### src/rtl/ca_buf_pkg.sv
package ca_buf_pkg;

  localparam int CS_IN_W  = 4;
  localparam int CS_OUT_W = 2;

  // True when a chip select that belongs to the chosen layout is low.
  function automatic logic sel_active(input logic [CS_IN_W-1:0] cs_n,
                                      input logic               pair_mode);
    if (pair_mode) return ~&cs_n[1:0];
    return ~&cs_n;
  endfunction

  // Output chip selects packed as {bank B, bank A}.
  function automatic logic [2*CS_OUT_W-1:0] cs_route(input logic [CS_IN_W-1:0] cs_n,
                                                     input logic               pair_mode);
    if (pair_mode) return {cs_n[1:0], cs_n[1:0]};
    return cs_n;
  endfunction

endpackage

### src/rtl/ca_cs_route.sv
module ca_cs_route
  import ca_buf_pkg::*;
(
  input  logic                clk,
  input  logic                rst_n,
  input  logic                pair_mode,
  input  logic [CS_IN_W-1:0]  cs_n_in,
  output logic                sel_any,
  output logic [CS_OUT_W-1:0] cs_a_n,
  output logic [CS_OUT_W-1:0] cs_b_n
);

  logic [2*CS_OUT_W-1:0] cs_next;

  assign sel_any = sel_active(cs_n_in, pair_mode);
  assign cs_next = cs_route(cs_n_in, pair_mode);

  always_ff @(posedge clk or negedge rst_n) begin
    if (!rst_n) begin
      cs_a_n <= '1;
      cs_b_n <= '1;
    end else begin
      cs_a_n <= cs_next[CS_OUT_W-1:0];
      cs_b_n <= cs_next[2*CS_OUT_W-1:CS_OUT_W];
    end
  end

  // chip selects deasserted under reset
  a_r7_cs_reset: assert property (@(posedge clk)
    !rst_n |=> (cs_a_n == '1) && (cs_b_n == '1));

  // bank A always tracks inputs 1:0 on every edge
  a_r8_cs_every_edge: assert property (@(posedge clk) disable iff (!rst_n)
    1'b1 |=> cs_a_n == $past(cs_n_in[1:0]));

  // two-select layout duplicates into bank B
  a_r3_pair_dup: assert property (@(posedge clk) disable iff (!rst_n)
    pair_mode |=> cs_b_n == $past(cs_n_in[1:0]));

  // four-select layout sends inputs 3:2 to bank B
  a_r4_quad_direct: assert property (@(posedge clk) disable iff (!rst_n)
    !pair_mode |=> cs_b_n == $past(cs_n_in[3:2]));

endmodule

### src/rtl/ca_hold_bank.sv
module ca_hold_bank #(
  parameter int CA_W    = 8,
  parameter int SPLIT_W = 0
) (
  input  logic            clk,
  input  logic            rst_n,
  input  logic            load,
  input  logic [CA_W-1:0] ca_in,
  output logic [CA_W-1:0] ca_a,
  output logic [CA_W-1:0] ca_b
);

  localparam int DUP_W = CA_W - SPLIT_W;

  logic [CA_W-1:0] ca_q;

  always_ff @(posedge clk or negedge rst_n) begin
    if (!rst_n)    ca_q <= '0;
    else if (load) ca_q <= ca_in;
  end

  assign ca_a = ca_q;

  generate
    if (SPLIT_W > 0) begin : g_split
      assign ca_b = {{SPLIT_W{1'b0}}, ca_q[DUP_W-1:0]};
    end else begin : g_full
      assign ca_b = ca_q;
    end
  endgenerate

  // selected cycle captures the word
  a_r1_capture: assert property (@(posedge clk) disable iff (!rst_n)
    load |=> ca_a == $past(ca_in));

  // no selection, no change on either bank
  a_r5_hold_when_idle: assert property (@(posedge clk) disable iff (!rst_n)
    !load |=> $stable(ca_a) && $stable(ca_b));

  // lower bits identical on both banks
  a_r2_dup_bits: assert property (@(posedge clk) disable iff (!rst_n)
    ca_a[DUP_W-1:0] == ca_b[DUP_W-1:0]);

  // cleared under reset
  a_r7_ca_reset: assert property (@(posedge clk)
    !rst_n |=> (ca_a == '0) && (ca_b == '0));

endmodule

### src/rtl/ca_ctl_pipe.sv
module ca_ctl_pipe #(
  parameter int W = 4
) (
  input  logic         clk,
  input  logic         rst_n,
  input  logic [W-1:0] d,
  output logic [W-1:0] q
);

  always_ff @(posedge clk or negedge rst_n) begin
    if (!rst_n) q <= '0;
    else        q <= d;
  end

  // one-cycle forward on every edge
  a_r6_ctl_forward: assert property (@(posedge clk) disable iff (!rst_n)
    1'b1 |=> q == $past(d));

  // controls low under reset
  a_r7_ctl_reset: assert property (@(posedge clk)
    !rst_n |=> q == '0);

endmodule

### src/rtl/ca_fanout_buf.sv
module ca_fanout_buf
  import ca_buf_pkg::*;
#(
  parameter int CA_W    = 8,
  parameter int SPLIT_W = 0,
  parameter int CTL_N   = 2
) (
  input  logic                clk,
  input  logic                rst_n,
  input  logic                pair_cs_mode,
  input  logic [CS_IN_W-1:0]  cs_n_in,
  input  logic [CA_W-1:0]     ca_in,
  input  logic [CTL_N-1:0]    cke_in,
  input  logic [CTL_N-1:0]    odt_in,
  output logic [CA_W-1:0]     ca_a,
  output logic [CA_W-1:0]     ca_b,
  output logic [CS_OUT_W-1:0] cs_a_n,
  output logic [CS_OUT_W-1:0] cs_b_n,
  output logic [CTL_N-1:0]    cke_q,
  output logic [CTL_N-1:0]    odt_q
);

  localparam int CTL_W = 2 * CTL_N;

  logic             sel_any;
  logic [CTL_W-1:0] ctl_q;

  ca_cs_route u_cs (
    .clk       (clk),
    .rst_n     (rst_n),
    .pair_mode (pair_cs_mode),
    .cs_n_in   (cs_n_in),
    .sel_any   (sel_any),
    .cs_a_n    (cs_a_n),
    .cs_b_n    (cs_b_n)
  );

  ca_hold_bank #(.CA_W(CA_W), .SPLIT_W(SPLIT_W)) u_ca (
    .clk   (clk),
    .rst_n (rst_n),
    .load  (sel_any),
    .ca_in (ca_in),
    .ca_a  (ca_a),
    .ca_b  (ca_b)
  );

  ca_ctl_pipe #(.W(CTL_W)) u_ctl (
    .clk   (clk),
    .rst_n (rst_n),
    .d     ({odt_in, cke_in}),
    .q     (ctl_q)
  );

  assign cke_q = ctl_q[CTL_N-1:0];
  assign odt_q = ctl_q[CTL_W-1:CTL_N];

  // in the two-select layout inputs 3:2 alone never load the word
  a_r5_upper_ignored: assert property (@(posedge clk) disable iff (!rst_n)
    (pair_cs_mode && (cs_n_in[1:0] == 2'b11)) |=> $stable(ca_a));

endmodule

### config.mk
export PLATFORM = sky130hd
export DESIGN_NAME = ca_fanout_buf
export DESIGN_NICKNAME = d
export VERILOG_FILES = /design/src/rtl/ca_buf_pkg.sv /design/src/rtl/ca_cs_route.sv /design/src/rtl/ca_hold_bank.sv /design/src/rtl/ca_ctl_pipe.sv /design/src/rtl/ca_fanout_buf.sv
export SDC_FILE = /design/constraint.sdc
export NUM_CORES = 1
export LEC_CHECK = 0
export BUFFER_PORTS_ARGS = -buffer_cell sky130_fd_sc_hd__buf_2
export CELL_PAD_IN_SITES_DETAIL_PLACEMENT = 1
export CELL_PAD_IN_SITES_GLOBAL_PLACEMENT = 1
export CORE_MARGIN = 1
export CORE_UTILIZATION = 29
export DETAILED_ROUTE_END_ITERATION = 16
export GPL_TIMING_DRIVEN = 0
export PLACE_DENSITY = 0.76
export SLEW_MARGIN = 20
export SYNTH_ARGS = -nofsm -noshare
export SYNTH_HDL_FRONTEND = slang
export SYNTH_HIERARCHICAL = 1
export SYNTH_SLANG_ARGS = --single-unit
### constraint.sdc
create_clock -name clk -period 0.9 [get_ports clk]
set_input_delay 0.18 -clock clk [delete_from_list [all_inputs] [get_ports clk]]
set_output_delay 0.18 -clock clk [all_outputs]
set_load 0.01 [all_outputs]
==> results of run 1 <==
==> power by group <==
| part | internal (W) | total, W | leakage, nW | switching (W) |
|---|---|---|---|---|
| Clock | 0.000245 | 0.000453 | 0.0210 | 0.000208 |
| Sequential | 0.000776 | 0.000816 | 0.182 | 0.0000399 |
| Combinational | 0.000268 | 0.000423 | 0.375 | 0.000155 |
| Total | 0.00129 | 0.00169 | 0.578 | 0.000402 |
==> worst paths after layout <==
kind | startpoint | end | slack, ns | cells past startpoint
worst min-delay path | odt_in[0] | u_ctl/q[2] | 0.009 | 1
min in group asynchronous | rst_n | u_ca/ca_a[5] | 0.37 | 2
max in group asynchronous | rst_n | u_cs/cs_b_n[0] | 0.23 | 2
worst min register to register | u_ca/ca_a[3] | u_ca/ca_a[3] | 0.58 | 1
worst max-delay path | u_ca/ca_a[0] | ca_b[0] | -0.23 | 2
worst max register to register | u_ca/ca_a[6] | u_ca/ca_a[6] | -0.18 | 3
==> layout by cell type, fill, tap and decap left out <==
cell type,netlist,routed
sky130_fd_sc_hd__buf_4,8,4
sky130_fd_sc_hd__buf_2,0,30
sky130_fd_sc_hd__dfstp_2,4,4
sky130_fd_sc_hd__clkbuf_4,0,3
sky130_fd_sc_hd__dlygate4sd3_1,0,2
sky130_fd_sc_hd__a21o_4,0,1
sky130_fd_sc_hd__clkbuf_8,0,1
sky130_fd_sc_hd__dfrtp_1,12,12
sky130_fd_sc_hd__nand3_2,0,1
sky130_fd_sc_hd__buf_6,1,23
sky130_fd_sc_hd__mux2_4,8,8
sky130_fd_sc_hd__mux2_2,2,2
==> per-stage QoR <==
| step | worst slack, ns | power [W] | TNS (ns) |
|---|---|---|---|
| 2_1_floorplan | -0.0804 | 0.000970 | -0.643 |
| 3_3_place_gp | -0.243 | 0.00110 | -1.92 |
| 3_5_place_dp | -0.260 | 0.00111 | -2.02 |
| 4_1_cts | -0.213 | 0.00167 | -3.62 |
| 5_1_grt | -0.279 | 0.00176 | -4.86 |
| 6_report | -0.227 | 0.00169 | -3.92 |
==> state kept, by name, summed over array words and instances (netlist names) <==
signal and count:
u_ca/ca_a 8, u_ctl/q 4, u_cs/cs_b_n 2, u_cs/cs_a_n 2
==> cell type report <==
type / instances / share of cell area
flip-flops and latches: 16 / 0.368
repair buffers: 50 / 0.325
multi-input cells: 12 / 0.152
plain buffers: 9 / 0.0919
clock buffers: 4 / 0.0329
well taps: 27 / 0.0306
==> timing repair <==
item | in CTS | in global routing
gates cloned | 0 | 0
endpoints found under the hold margin | 13 | 0
setup buffers | 4 | 3
hold buffers | 2 | 0
setup endpoints to repair | 24 | 28
gates resized for setup | 19 | 3
==> kinds of logic (layout without fill, tap and decap cells) <==
group,Yosys count,count (layout),synth area share
DFF,16,16,0.640
muxes,10,10,0.225
buffers and inverters,9,63,0.113
AOI/OAI and AO/OA,1,1,0.0138
and+or+nand+nor,1,1,0.00790
==> metal layers <==
metal	vias up	track usage
li1	221	-
met1	242	0.158
met2	25	0.329
met3	4	0.0597
met4	0	0.0441
met5	-	0
==> summary by stage, run 1 <==
Logic synthesis
The number of nets handed over by synthesis was 56. The number of synthesized register bits is 16. The count of unique library cells instantiated by Yosys is 8. The synthesized netlist occupies a cell area of 633 sq um. For this run, the register share of the synthesized area comes to 0.640. The most used flip-flop cell after synthesis is sky130_fd_sc_hd__dfrtp_1. The number of flops mapped to enable cells by yosys is 0.

The Yosys step of the flow raised 6 warnings. The largest total area in the synthesized netlist belongs to sky130_fd_sc_hd__dfrtp_1. Synthesis handed over a netlist of 37 instances. After synthesis, the cell types taking the most area are sky130_fd_sc_hd__dfrtp_1 47%, sky130_fd_sc_hd__mux2_4 19%, sky130_fd_sc_hd__dfstp_2 17%. The proportion of netlist area held by the largest area contributor is 0.474. The fraction of registers with async set/reset is 1.00. The synthesized area per cell is 17.1 sq um. The most repeated cell in the gate-level netlist after synthesis is sky130_fd_sc_hd__dfrtp_1.

Sorting the synthesized cells by how often they occur yields 12 x sky130_fd_sc_hd__dfrtp_1, 8 x sky130_fd_sc_hd__buf_4, 8 x sky130_fd_sc_hd__mux2_4.

STA
Across the routed clock network, the largest skew measured is 0 ns. After layout, the minimum clock period comes to around 1.1 ns. Timing would allow up to 887 MHz. The number of hold violations in the final report is 0. Once routing completed, OpenROAD measured the worst setup slack at -0.227 ns. The slew at the pin with the worst max-slew slack is around 0.35 ns. The number of max-slew violations in the final report is 0. The tightest hold path in the finished design has a slack of 0.00945 ns. Measured against its own limit, the worst slew margin works out to 0.770. The final critical-path share of the clock period is 1.25. Setup violations remaining at the end of the flow were counted as 29. Setup repair after global routing could not meet its margin everywhere.

CTS
The clock tree from TritonCTS is done. Clock tree synthesis inserted a total of 3 buffers. The clock input transition at the sequential cells of the worst setup and hold paths is 0.09 ns.

The root buffer selected by CTS is sky130_fd_sc_hd__clkbuf_4. The maximum clock path buffer count is 2. The later pin in the worst-skew pair is clocked with a latency of approximately 0.27 ns. CTS built an H-tree with a depth of 1. Clock tree synthesis found a total of 16 sinks.

Worst setup path
The cell type with the highest occurrence count on the critical path is sky130_fd_sc_hd__buf_6. The worst endpoint required time is just over 0.7 ns. The largest single stage delay on the critical path is between 0.4 and 0.5 ns. The signal on the critical path passes through buf_6 > buf_6. The kind of critical path is flip-flop to output pin. The cell family with the largest share of critical-path delay is flip-flops. The critical path contains buffers and inverters numbering 2 combined. For the worst setup path, the data arrival time is approximately 0.95 ns. The worst setup path is launched from a flip-flop. STA classifies the critical path endpoint as an output pin.

The slowest stage of the critical path belongs to the cell sky130_fd_sc_hd__dfrtp_1. The largest driver fanout on the critical path is 3.

Floorplan
The effective utilization at floorplan is 0.316. The die covers roughly 0.0024 sq mm. After floorplanning, the core was divided into 16 placement rows. Measured along the y axis, the die boundary spans 48.7 um.

The width of the die is 48.7 um. The count of boundary I/O pins is 43. The floorplan step defined a core boundary enclosing about 0.002 sq mm.

Pwr
The worst-case IR drop observed on VDD is approximately 600 uV. The analysis attributes to cell leakage a power of around 0.58 nW. In this run the power density over the cells is ~1500 mW/mm^2.

Global routing
The total overflow left after global routing is 0. In the global route stage, overall resource usage came out at 0.167. The via count of the first global-routing pass is around 560. The first global-routing pass estimated a little under 3 mm of wire. The initial antenna violation count was 0.

The pin count of the biggest net entering global routing is 17.

Detailed routing
The routed design uses approximately 1.1 mm of met2 wire. The per-cell routed wire length is 16.2 um. Signal routing reaches up to met4. Before antenna repair, the detailed router went through 3 iterations. Detailed routing placed a total of roughly 160 um of wire on met3. The routed length on met1 is between 600 and 700 um. The total vias in the final route is 492. The DRC violations left is 0. The detail-routed via count per cell is ~4.2. The routed wire length is between 1.5 and 2 mm. Once detail routing completed, the nets flagged for antenna violations numbered 0. The violation count after the first detailed-routing iteration is 1.

Layout
The net count of the finished layout is ~110. The antenna cell count is 0. The area used by multi-input combinational logic is approximately 170 sq um. The share of post-route cells with drive strength above 1 is 0.846.

Once layout is complete, the utilization of the core stands at 0.551. The sequential cell area is a little over 400 sq um. For this run, the number of standard cells in the final layout without fillers is approximately 120.

Counting the fill cells in the layout gives about 220. The area overhead of the layout relative to synthesis is 74.1%. The design area is roughly 0.0011 sq mm.

Job
The number of max-cap violations is 0.

Outcome
The final reports fail on negative setup slack. The flow ran to the end, but the final reports show violations.

Placed design
The total cell area at the placement stage is around 900 sq um. At the end of routability-driven placement, the weighted congestion stood at ~0.73. Port buffering added 42 buffers. The placed instance count is ~110.

Hold path
The class of the most critical hold timing path is primary input to flip-flop.
(Power assumes the default switching activity.)
==> run 2: changes to the inputs <==
==> constraint.sdc (replaced) <==
create_clock -name clk -period 0.9 [get_ports clk]
set_input_delay 0.09 -clock clk [delete_from_list [all_inputs] [get_ports clk]]
set_output_delay 0.09 -clock clk [all_outputs]
set_load 0.01 [all_outputs]
==> run 2 against run 1 <==
Compared with the run above:
- the run still ends with negative setup slack left
- setup slack gained 0.088 ns
- register-to-register slack better by 0.15 ns
- cell count up 1.7%
- utilization grew 0.87 points
- clock power grew 4.9%
- critical path type unchanged
- maximum frequency grew 8.5%
- via count fell by 0.61%
- die area is the same
- largest power group unchanged
==> summary by stage, run 2 (synthesized netlist as in run 1, its figures left out) <==
Worst setup path
The total buffers and inverters traversed by the critical path is 2 (unchanged). Walking the worst path, the cells encountered are buf_6 > buf_6. The cell with the biggest individual delay on the critical path is sky130_fd_sc_hd__dfrtp_1. The number of cells on the worst reg-to-reg path was 2 (-1). The largest stage delay on the critical path is 0.43 ns (about the same). The cell type with the highest occurrence count on the critical path is sky130_fd_sc_hd__buf_6. The worst endpoint required time is 0.81 ns (+0.09 ns). The largest driver fanout on the critical path was 3 (unchanged). The total stage count of the critical path is 2 (unchanged).

Broken down by cell family, the worst path's largest delay share belongs to flip-flops. The arrival time at the worst endpoint is 0.95 ns (about the same). The worst setup path is launched from a flip-flop. The nature of the critical path endpoint is an output pin. The setup path with the least slack is of type flip-flop to output pin.

STA
The highest clock frequency the design can meet is 963 MHz (+8.5%). The number of hold violations in the final report is 0 (unchanged). The total of endpoints with negative setup slack in the final report is 23 (-21%). The number of max-slew violations in the final report is 0 (unchanged).

The final critical-path share of the clock period was 1.15 (-0.0982). The worst setup skew after layout is 0 ns (unchanged). Setup repair after global routing could not meet its margin everywhere. The relative max-transition margin came to 0.756 (-0.0137). The slew at the pin with the worst max-slew slack is 0.366 ns (+0.0205 ns). The minimum clock period after layout was 1.04 ns (-0.0883 ns). The slack of the critical path is -0.139 ns (+0.0883 ns).

Floorplan
The die outline area is 0.00237 sq mm (unchanged). The number of placement rows is 16 (unchanged). The effective utilization at floorplan is 0.316 (unchanged). The width of the die is 48.7 um (unchanged). The die height is 48.7 um (unchanged). The standard cell core area is 0.00200 sq mm (unchanged). The count of boundary I/O pins was 43 (unchanged).

Global routing
The total routing resource utilization after global routing is 0.185 (+0.0181). The total congestion overflow after global routing came to 0 (unchanged). The via count of the first global-routing pass is 585 (+3.9%). The initial antenna violation count is 0 (unchanged). The pin count of the biggest net entering global routing came to 17 (unchanged). The wire length of the first global-routing pass is 3.14 mm (+8.8%).

Layout
Leaving out fill and tap cells, the most frequent cells in the layout are 30 x sky130_fd_sc_hd__buf_2, 22 x sky130_fd_sc_hd__buf_6, 12 x sky130_fd_sc_hd__dfrtp_1. The number of nets in the layout was 113 (+1.8%). The number of flip-flops under the largest register name came to 8 (unchanged).

The area overhead of the layout relative to synthesis is 76.9%. The library cell used most frequently in the layout, excluding fill and tap cells, is sky130_fd_sc_hd__buf_2. The filler-free cell count of the finished design is 120 (+1.7%).

The antenna cell count was 0 (unchanged). The share of post-route cells with drive strength above 1 is 0.796 (-0.0505).

Detailed routing
The length of routed met2 wiring is 1.02 mm (-4.0%). The routed wire length is 1.93 mm (+0.78%). The violation count after the first detailed-routing iteration is 2 (+1).

The total vias in the final route came to 489 (-0.61%). The highest layer used for signal routing is met3. The number of iterations in the first detailed-routing pass came to 3 (unchanged). The per-cell routed wire length is 16.1 um (-0.90%).

The wire length on met3 is 106 um (-32%). The antenna violation net count after detailed routing is 0 (unchanged). The DRC violations left was 0 (unchanged).

The routed length on met1 is 805 um (+21%). The detail-routed via count per cell is 4.08 (-2.3%).

Pwr
The sum of internal, switching and leakage power is 0.00171 W (+0.89%). The maximum ir drop on the vdd rail is 711 uV (+17%). The standby leakage power was 0.582 nW (+0.77%). The total power density per cell area is 1520 mW/mm^2 (-0.68%).

Outcome
The flow ran to the end, but the final reports show violations. The checks that failed: negative setup slack.

Placed design
The placed instance count is 106 (unchanged). The number of port buffers is 42 (unchanged). The weighted congestion reported at the end of routability-driven placement is 0.645 (-11%).

CTS
The H-tree depth is 1 (unchanged). The clock input transition at the sequential cells of the worst setup and hold paths is 0.09 ns (about the same). The maximum clock path buffer count is 2 (unchanged). The number of sinks on the clock net is 16 (unchanged). The total clock buffers created by CTS is 3 (unchanged). TritonCTS built the clock tree. The clock insertion delay at the later pin of the skew report was 0.28 ns (about the same). The root buffer selected by CTS is sky130_fd_sc_hd__clkbuf_4.

Job
The number of max-cap violations was 0 (unchanged).

Hold path
The count of cells along the worst hold path is 2 (+1). The class of the most critical hold timing path is primary input to flip-flop.
==> run 2: cell type report <==
cell class,instances,area [sq um]
fillers,215,882
flip-flops and latches,16,405
plain buffers,9,101
well taps,27,33.8
repair buffers,52,382
multi-input cells,12,161
clock buffers,4,36.3
==> run 2: layer usage <==
| metal | vias up | GRT usage |
|---|---|---|
| met5 | - | 0 |
| met4 | 0 | 0.0588 |
| met3 | 0 | 0.0377 |
| met2 | 25 | 0.340 |
| met1 | 237 | 0.210 |
| li1 | 227 | - |
==> run 2: metrics by stage <==
step / utilization / setup slack [ns] / hold WS (ns) / instance area (sq um) / TNS (ns)
2_1_floorplan: - / 0.00280 / -0.206 / 638 / 0
3_3_place_gp: 0.441 / -0.154 / 0.0155 / 882 / -1.20
3_5_place_dp: 0.441 / -0.175 / 0.0137 / 882 / -1.33
4_1_cts: 0.554 / -0.140 / 0.0245 / 1110 / -1.90
5_1_grt: 0.559 / -0.179 / 0.0245 / 1120 / -2.88
6_report: 0.559 / -0.139 / 0.0327 / 1120 / -1.95
==> run 2: timing repair <==
action                                  4_1_cts  5_1_grt
hold buffers                                  7        0
resized for setup                            20        1
setup buffers                                 2        1
cloned                                        0        0
hold endpoints to repair                     22        0
endpoints found under the setup margin       20       26
pin swaps                                     0        0
==> run 2: path summary, 6_finish.rpt <==
kind | from | to | slack (ns)
min reg2reg | u_ca/ca_a[1] | u_ca/ca_a[1] | 0.59
min in group asynchronous | rst_n | u_ca/ca_a[5] | 0.28
max in group asynchronous | rst_n | u_cs/cs_b_n[1] | 0.31
max | u_ca/ca_a[4] | ca_b[4] | -0.14
min | ca_in[1] | u_ca/ca_a[1] | 0.03
max reg2reg | u_ca/ca_a[6] | u_ca/ca_a[6] | -0.03
==> run 2: power by group <==
group / switching (W) / total [W] / internal [W]
clock network: 0.000229 / 0.000475 / 0.000246
registers: 0.0000402 / 0.000817 / 0.000776
logic: 0.000150 / 0.000416 / 0.000265
